<file path="src/rtl/acc_status_pkg.sv">
package acc_status_pkg;

    localparam int CHAN_COUNT = 12;
    localparam int WORD_W     = 16;

    typedef enum logic [1:0] {
        ADDR_WORD_A = 2'd0,
        ADDR_WORD_B = 2'd1,
        ADDR_SNAP   = 2'd2,
        ADDR_SPARE  = 2'd3
    } acc_addr_e;

    typedef struct packed {
        logic fresh;
        logic missed;
    } chan_flags_t;

    typedef struct packed {
        logic                  irq;
        logic [2:0]            pad;
        logic [CHAN_COUNT-1:0] fresh;
    } word_a_t;

    typedef struct packed {
        logic                  glitch;
        logic                  level;
        logic                  tick;
        logic                  meas;
        logic [CHAN_COUNT-1:0] missed;
    } word_b_t;

    function automatic logic fell(input logic prev, input logic cur);
        return prev & ~cur;
    endfunction

endpackage

</file>
<file path="src/rtl/acc_chan_flags.sv">
module acc_chan_flags
    import acc_status_pkg::*;
(
    input  logic        clk,
    input  logic        rst,
    input  logic        soft_rst,
    input  logic        en,
    input  logic        dump,
    input  logic        rd_strobe,
    input  logic        acc_clr,
    input  logic        latch,
    output chan_flags_t live,
    output chan_flags_t snap
);

    logic rd_q;
    logic rd_done;

    assign rd_done = fell(rd_q, rd_strobe);

    always_ff @(posedge clk) begin
        if (rst) rd_q <= 1'b0;
        else     rd_q <= rd_strobe;
    end

    always_ff @(posedge clk) begin
        if (rst || soft_rst) begin
            live <= '0;
        end else begin
            live.fresh  <= en & (dump | (live.fresh & ~rd_done & ~acc_clr));
            live.missed <= en & ~acc_clr & (live.missed | (dump & live.fresh & ~rd_done));
        end
    end

    always_ff @(posedge clk) begin
        if (rst || soft_rst || !en) snap <= '0;
        else if (latch)             snap <= live;
    end

endmodule

</file>
<file path="src/rtl/acc_pin_monitor.sv">
module acc_pin_monitor #(
    parameter int STAGES = 2
) (
    input  logic clk,
    input  logic rst,
    input  logic pin_n,
    input  logic clr,
    output logic glitch,
    output logic level
);

    logic              caught;
    logic [STAGES-1:0] gsync;
    logic [STAGES-1:0] lsync;
    logic              drop;

    assign glitch = gsync[STAGES-1];
    assign level  = lsync[STAGES-1];
    assign drop   = clr & glitch;

    always_ff @(posedge clk or negedge pin_n) begin
        if (!pin_n)            caught <= 1'b1;
        else if (rst || drop)  caught <= 1'b0;
    end

    always_ff @(posedge clk) begin
        if (rst || drop) gsync <= '0;
        else             gsync <= {gsync[STAGES-2:0], caught};
    end

    always_ff @(posedge clk) begin
        lsync <= {lsync[STAGES-2:0], pin_n};
    end

endmodule

</file>
<file path="src/rtl/acc_meas_timer.sv">
module acc_meas_timer #(
    parameter int TICK_CYC = 1000,
    parameter int PRE_CYC  = 300
) (
    input  logic clk,
    input  logic rst,
    input  logic tick,
    output logic pre_hit
);

    generate
        if (TICK_CYC > PRE_CYC) begin : g_pre
            localparam int              CW     = $clog2(TICK_CYC + 1);
            localparam logic [CW-1:0]   CNT_MX = CW'(TICK_CYC);
            localparam logic [CW-1:0]   PRE_AT = CW'(TICK_CYC - PRE_CYC);
            logic [CW-1:0] cnt;

            always_ff @(posedge clk) begin
                if (rst)                cnt <= '0;
                else if (tick)          cnt <= CW'(1);
                else if (cnt != CNT_MX) cnt <= cnt + 1'b1;
            end

            assign pre_hit = (cnt == PRE_AT);
        end else begin : g_nopre
            assign pre_hit = 1'b0;
        end
    endgenerate

endmodule

</file>
<file path="src/rtl/acc_status_latch.sv">
module acc_status_latch
    import acc_status_pkg::*;
#(
    parameter int TICK_CYC    = 1000,
    parameter int PRE_CYC     = 300,
    parameter int SYNC_STAGES = 2
) (
    input  logic                  clk,
    input  logic                  rst,
    input  logic                  soft_rst,
    input  logic [CHAN_COUNT-1:0] ch_en,
    input  logic [CHAN_COUNT-1:0] ch_dump,
    input  logic [CHAN_COUNT-1:0] ch_qp_rd,
    input  logic [CHAN_COUNT-1:0] ch_acc_clr,
    input  logic                  acc_int,
    input  logic                  meas_tick,
    input  logic                  irq_en,
    input  logic                  pin_n,
    input  logic [1:0]            bus_addr,
    input  logic                  bus_rd,
    input  logic                  bus_wr,
    output logic [WORD_W-1:0]     bus_rdata
);

    acc_addr_e             addr;
    logic                  acc_int_q;
    logic                  acc_edge;
    logic                  latch_evt;
    logic                  rd_a;
    logic                  rd_b;
    logic                  irq_flag;
    logic                  tick_flag;
    logic                  meas_flag;
    logic                  pre_hit;
    logic                  glitch;
    logic                  level;
    logic [CHAN_COUNT-1:0] live_fresh;
    logic [CHAN_COUNT-1:0] live_missed;
    logic [CHAN_COUNT-1:0] snap_fresh;
    logic [CHAN_COUNT-1:0] snap_missed;
    word_a_t               word_a;
    word_b_t               word_b;

    assign addr      = acc_addr_e'(bus_addr);
    assign acc_edge  = acc_int & ~acc_int_q;
    assign latch_evt = acc_edge | (bus_wr & (addr == ADDR_SNAP));
    assign rd_a      = bus_rd & (addr == ADDR_WORD_A);
    assign rd_b      = bus_rd & (addr == ADDR_WORD_B);

    generate
        for (genvar i = 0; i < CHAN_COUNT; i++) begin : g_ch
            chan_flags_t live_i;
            chan_flags_t snap_i;

            acc_chan_flags u_flags (
                .clk       (clk),
                .rst       (rst),
                .soft_rst  (soft_rst),
                .en        (ch_en[i]),
                .dump      (ch_dump[i]),
                .rd_strobe (ch_qp_rd[i]),
                .acc_clr   (ch_acc_clr[i]),
                .latch     (latch_evt),
                .live      (live_i),
                .snap      (snap_i)
            );

            assign live_fresh[i]  = live_i.fresh;
            assign live_missed[i] = live_i.missed;
            assign snap_fresh[i]  = snap_i.fresh;
            assign snap_missed[i] = snap_i.missed;
        end
    endgenerate

    acc_pin_monitor #(.STAGES(SYNC_STAGES)) u_pin (
        .clk    (clk),
        .rst    (rst),
        .pin_n  (pin_n),
        .clr    (rd_b),
        .glitch (glitch),
        .level  (level)
    );

    acc_meas_timer #(.TICK_CYC(TICK_CYC), .PRE_CYC(PRE_CYC)) u_timer (
        .clk     (clk),
        .rst     (rst),
        .tick    (meas_tick),
        .pre_hit (pre_hit)
    );

    always_ff @(posedge clk) begin
        if (rst) begin
            acc_int_q <= 1'b0;
            irq_flag  <= 1'b0;
            tick_flag <= 1'b0;
            meas_flag <= 1'b0;
        end else begin
            acc_int_q <= acc_int;
            irq_flag  <= acc_edge | (irq_flag & ~rd_a);
            tick_flag <= meas_tick | (tick_flag & ~rd_b);
            meas_flag <= (irq_en & (meas_tick | pre_hit)) | (meas_flag & ~rd_b);
        end
    end

    always_comb begin
        word_a.irq    = irq_flag;
        word_a.pad    = '0;
        word_a.fresh  = snap_fresh & ch_en;
        word_b.glitch = glitch;
        word_b.level  = level;
        word_b.tick   = tick_flag;
        word_b.meas   = meas_flag;
        word_b.missed = snap_missed & ch_en;
        unique case (addr)
            ADDR_WORD_A: bus_rdata = word_a;
            ADDR_WORD_B: bus_rdata = word_b;
            default:     bus_rdata = '0;
        endcase
    end

endmodule

</file>
<file path="config.mk">
export PLATFORM = sky130hd
export DESIGN_NAME = acc_status_latch
export DESIGN_NICKNAME = d
export VERILOG_FILES = /design/src/rtl/acc_status_pkg.sv /design/src/rtl/acc_chan_flags.sv /design/src/rtl/acc_pin_monitor.sv /design/src/rtl/acc_meas_timer.sv /design/src/rtl/acc_status_latch.sv
export SDC_FILE = /design/constraint.sdc
export NUM_CORES = 1
export LEC_CHECK = 0
export BUFFER_PORTS_ARGS = -buffer_cell sky130_fd_sc_hd__buf_2
export CAP_MARGIN = 40
export CORE_ASPECT_RATIO = 1.25
export CORE_MARGIN = 5
export CORE_UTILIZATION = 48
export DETAILED_ROUTE_END_ITERATION = 6
export MAX_ROUTING_LAYER = met4
export PLACE_DENSITY = 0.75
export REMOVE_ABC_BUFFERS = 1
export SYNTH_ARGS = -nofsm -noshare
export SYNTH_HDL_FRONTEND = slang
export SYNTH_SLANG_ARGS = --single-unit
</file>
<file path="constraint.sdc">
create_clock -name clk -period 1.27 [get_ports clk]
set_input_delay 0.254 -clock clk [delete_from_list [all_inputs] [get_ports clk]]
set_output_delay 0.254 -clock clk [all_outputs]
set_load 0.02 [all_outputs]
</file>
# --- After elaboration in Yosys (flattened, before gate mapping) ---
# Cells that the tools add are included.
op_classes:
  reduce_logical: 29
  n_eq_ne: 4
  addsub: 1
  n_mux: 3
  bitwise_logic: 175
op_table:
  columns: ["op", "count"]
  rows:
  - ["$and 1x1->1", 105]
  - ["$not 1->1", 39]
  - ["$pmux 16 s2", 1]
  - ["$or 1x1->1", 29]
  - ["$and 12x12->12", 2]
  - ["$logic_or 1x1->1", 14]
  - ["$logic_not 1->1", 12]
  - ["$add 10x1->10 const B", 1]
  - ["$eq 10x10->1 const B", 1]
  - ["$ne 10x10->1 const B", 1]
  - ["$eq 2x1->1 const B", 1]
  - ["$eq 2x2->1 const B", 1]
  - ["$logic_not 2->1", 1]
  - ["$mux 1", 2]
  - ["$reduce_bool 2->1", 1]
  - ["$reduce_or 2->1", 1]
word_totals:
  ff_bits: 79
  in_bits: 59
  wordCells: 281
  output_inout_bits: 16

# --- Depth between registers and ports, before layout ---
logic_depth:
  ltp_word: 7
  ltp_mapped: 5
  depth_no_buf: 5

# --- By module ---
# From an unflattened synthesis, not the netlist that was laid out.
unflattened:
  cells_unflattened: 342
  area_unflattened_um2: 3578.4
modules_own_cells:
  columns: ["mod", "n_inst", "area_per_inst_um2", "seq_area_each_um2", "cells_each"]
  rows:
  - ["acc_chan_flags", 12, 201.4, 100.1, 18]
  - ["acc_meas_timer", 1, 553.0, 200.2, 66]
  - ["acc_status_latch", 1, 484.2, 80.1, 52]
  - ["acc_pin_monitor", 1, 123.9, 106.4, 8]

# --- Worst setup path after synthesis ---
# No wires, ideal clock.
synth_path:
  path_kind: "input-to-output"
  from: "in bus_addr[0]"
  to: "out bus_rdata[10]"
  setup_slack_ps: -233
  arrival_time_ps: 1249
  path_stages: 4
  required_time_ps: 1016
  cell_sequence: "buf_2 -> buf_4 -> mux2i_1 -> nor3b_1"
synth_between:
  elab_chain_cells: 2
synth_lines:
  columns: ["element", "line", "text"]
  rows:
  - ["start, declared", "acc_status_latch.sv:19", "input logic [1:0] bus_addr,"]
  - ["$eq 2x1->1 or $logic_not 2->1 (tied branches)", "acc_status_latch.sv:114", "unique case (addr)"]
  - ["$pmux 16 s2 (*)", "acc_status_latch.sv:114", null]
  - ["end, declared", "acc_status_latch.sv:22", "output logic [WORD_W-1:0] bus_rdata"]
# Mark *: on every way between the ends. The rest lies on a longest branch, timed or not.

# --- Worst setup path in the final report ---
layout_path:
  from: "reg g_ch[6].u_flags.snap[0] (netlist bit)"
  to: "out bus_rdata[6]"
layout_between:
  elab_chain_cells: 2
layout_lines:
  columns: ["element", "line", "text"]
  rows:
  - ["start, declared", "acc_chan_flags.sv:13", "output chan_flags_t snap"]
  - ["start signal, assigned", "acc_chan_flags.sv:37", "else if (latch) snap <= live;"]
  - ["$and 12x12->12", "acc_status_latch.sv:113", "word_b.missed = snap_missed & ch_en;"]
  - ["$pmux 16 s2", "acc_status_latch.sv:114", null]
# Every way passes these cells.

==> key figures <==
Logic synthesis
  • YS warnings: 0
  • Top-area cell type share of the netlist area: 48.2%
  • Top FF cell, synth: dfxtp_1
  • Ranking of synthesized cells by area: dfxtp_1, a21oi_1, a31oi_1
  • Most frequent cells after synthesis: dfxtp_1, a21oi_1, nand3_1
  • Most frequent cell after synthesis: dfxtp_1
  • FFs w/ async S/R, synth: 1.27%
  • Seq/Total Area, Yosys: 49.0%
  • Area leader, netlist: dfxtp_1
  • Synth Instances: 366
  • Register bit total from synthesis: 79
  • Synth unique cells: 37
  • Post-Syn Area: 3240 µm²
  • EDFF count, synth: 0
  • Mean Syn Cell Area: 8.86 µm²

Flow run
  • Max cap viols: 0

Detailed routing
  • Antenna viol nets, final: 0
  • Remaining DRCs: 0
  • Final WL: 8380 µm
  • DR vias/cell: 5.62
  • Initial DRC count: 232
  • Total number of vias: 3,118
  • WL per Instance: 15.1 µm
  • Pre-Repair DR Iteration Count: 4

Timing
  • Final period util: 109%
  • Setup violators final: 18
  • Hold_ws: 0.0771 ns
  • Worst slew pin tran: 0.300 ns
  • Min cycle time layout: 1.38 ns
  • Final Skew: 0.00699 ns
  • RSZ-0062 raised after global routing: yes
  • Fin worst setup slack: -0.108 ns
  • Final Max Slew Viols: 0
  • Final hold violations: 0
  • Setup TNS: -1.24 ns
  • Max-Slew Margin vs Limit: 79.8%
  • Maximum clock rate: 726 MHz

Setup path
  • Crit Path Class: flip-flop to output port
  • Worst Path Required: 1.02 ns
  • Critical Path End Type: output port
  • Worst Path Max Fanout: 2
  • Arr. time, crit path: 1.12 ns
  • CP startpoint kind: flip-flop
  • R2R depth: 5

Global routing
  • Largest net degree at the start of global routing: 26
  • Total track usage: 20.5%
  • Grt total ovfl: 0
  • First-pass GRT wire length: 13,700 µm
  • Vias in the first global route: 2,986
  • Initial antenna violation count: 0

Die
  • Initial core utilization: 49.4%
  • Die extent in y: 102 µm
  • Die area: 8510 µm²
  • Row cnt: 33
  • Core ar.: 6570 µm²
  • Die X: 83.5 µm
  • IO Count: 75

Place
  • Buffers added on ports: 74
  • GPL Wtd Cong: 0.901
  • Detailed placement HPWL: 5880 µm
  • Placed cell area: 3890 µm²

Clocking
  • Clk buf depth: 2
  • Worst-path clk slew: 0.08 ns
  • Root Buffer: clkbuf_8
  • Skew-Pair Late Insertion Delay: 0.34 ns
  • H-tree levels: 3
  • CTS Sinks: 79
  • CTS tree: built
  • Cts bufs inserted: 9

Hold path
  • Hold path cells: 2
  • Worst hold path type: input pin to flip-flop

Pwr
  • Worst IR Drop VDD: 0.805 mV
  • Power per cell area: 1140 nW/µm²
  • P_leak: 1.72 nW

Layout
  • Fillers: 554
  • Layout area overhead: 33.5%
  • Final #Nets: 524
  • Layout cells sized above 1: 37.2%
  • N_diodes: 0
  • Finished Cell Area: 4330 µm²

Status
  • Failing checks: setup timing
  • Outcome: finished, violations left
cells by family after synthesis:
group	Yosys count	share of synthesized area, %
AND/OR/NAND/NOR	142	25.3
AO/OA/AOI/OAI	94	16.1
flip-flops	79	49.0
buffers and inverters	34	4.36
multiplexers	13	4.01
XOR/XNOR	2	0.540
adder cells (fa/ha/maj)	2	0.772
cell type report:
cell class / instances / area [µm²] / share of cell area [%]
clock buffers: 10 / 138 / 3.18
multi-input cells: 253 / 1610 / 37.2
inverters: 16 / 62.6 / 1.45
clock inverters: 6 / 68.8 / 1.59
well taps: 87 / 109 / 2.52
flip-flops and latches: 79 / 1630 / 37.7
repair buffers: 104 / 706 / 16.3
worst paths after layout:
path                                         startpoint                 endpoint  slack [ns]
min in group asynchronous                         pin_n             u_pin.caught        0.37
worst min register to register           u_pin.lsync[0]           u_pin.lsync[1]        0.33
worst min-delay path                      ch_acc_clr[1]  g_ch[1].u_flags.live[0]        0.08
max in group asynchronous                         pin_n             u_pin.caught        0.88
worst max register to register     u_timer.g_pre.cnt[0]     u_timer.g_pre.cnt[7]       -0.06
worst max-delay path            g_ch[6].u_flags.snap[0]             bus_rdata[6]       -0.11
state kept, by name, summed over array words and instances, names as in the netlist, 2 cells and up:
| register | count |
|---|---|
| g_ch.u_flags.live | 24 |
| g_ch.u_flags.snap | 24 |
| u_pin.lsync | 2 |
| g_ch.u_flags.rd_q | 12 |
| u_pin.gsync | 2 |
| u_timer.g_pre.cnt | 10 |
power breakdown:
part	internal, W	switching (W)	total, W	leakage, nW
Combinational	0.000243	0.000259	0.000502	0.951
Sequential	0.00252	0.0000248	0.00255	0.662
Clock	0.000972	0.000925	0.00190	0.103
through the flow:
step                utilization [%]  std cells  worst slack [ns]  total power, W
floorplan                         -        348           -0.0377         0.00277
global placement               59.3        536           -0.0579         0.00304
detailed placement             59.3        536           -0.0878         0.00305
CTS                            64.5        555            -0.134         0.00496
global route                   65.9        555            -0.182         0.00516
finish                         65.9        555            -0.108         0.00495
worst max-delay path: stages (launching register included):
cell,delay (ns)
dfxtp_2,0.34
mux2i_1,0.07
nor3b_1,0.18
buf_2,0.19
repair_timing:
item | CTS | global route
endpoints found under the setup margin | 21 | 24
pin swaps | 8 | 11
buffers inserted | 2 | 2
endpoints found under the hold margin | 1 | 0
gates resized for setup | 46 | 31
hold buffers | 1 | 0
metal layers:
layer	global-route usage [%]	wire length (µm)	share of wire (%)	vias to the layer above
li1	-	-	-	1493
met1	23.2	3370	40	1484
met4	7.18	128	1.5	0
met5	-	0	0	-
met2	36.1	4290	51	124
met3	4.52	603	7.2	17
layout by cell type, fill, tap and decap left out, drive strengths merged, types with 13 or more instances in the layout:
cell / instances
nor2: 18
nor2b: 16
dfxtp: 78
nor3: 13
nand2b: 15
nand2: 15
a31oi: 25
inv: 17
a21oi: 34
nor3b: 13
o21ai: 29
nand3: 30
mux2i: 13
buf: 103
Note: power is estimated with default switching activity, not from simulation.
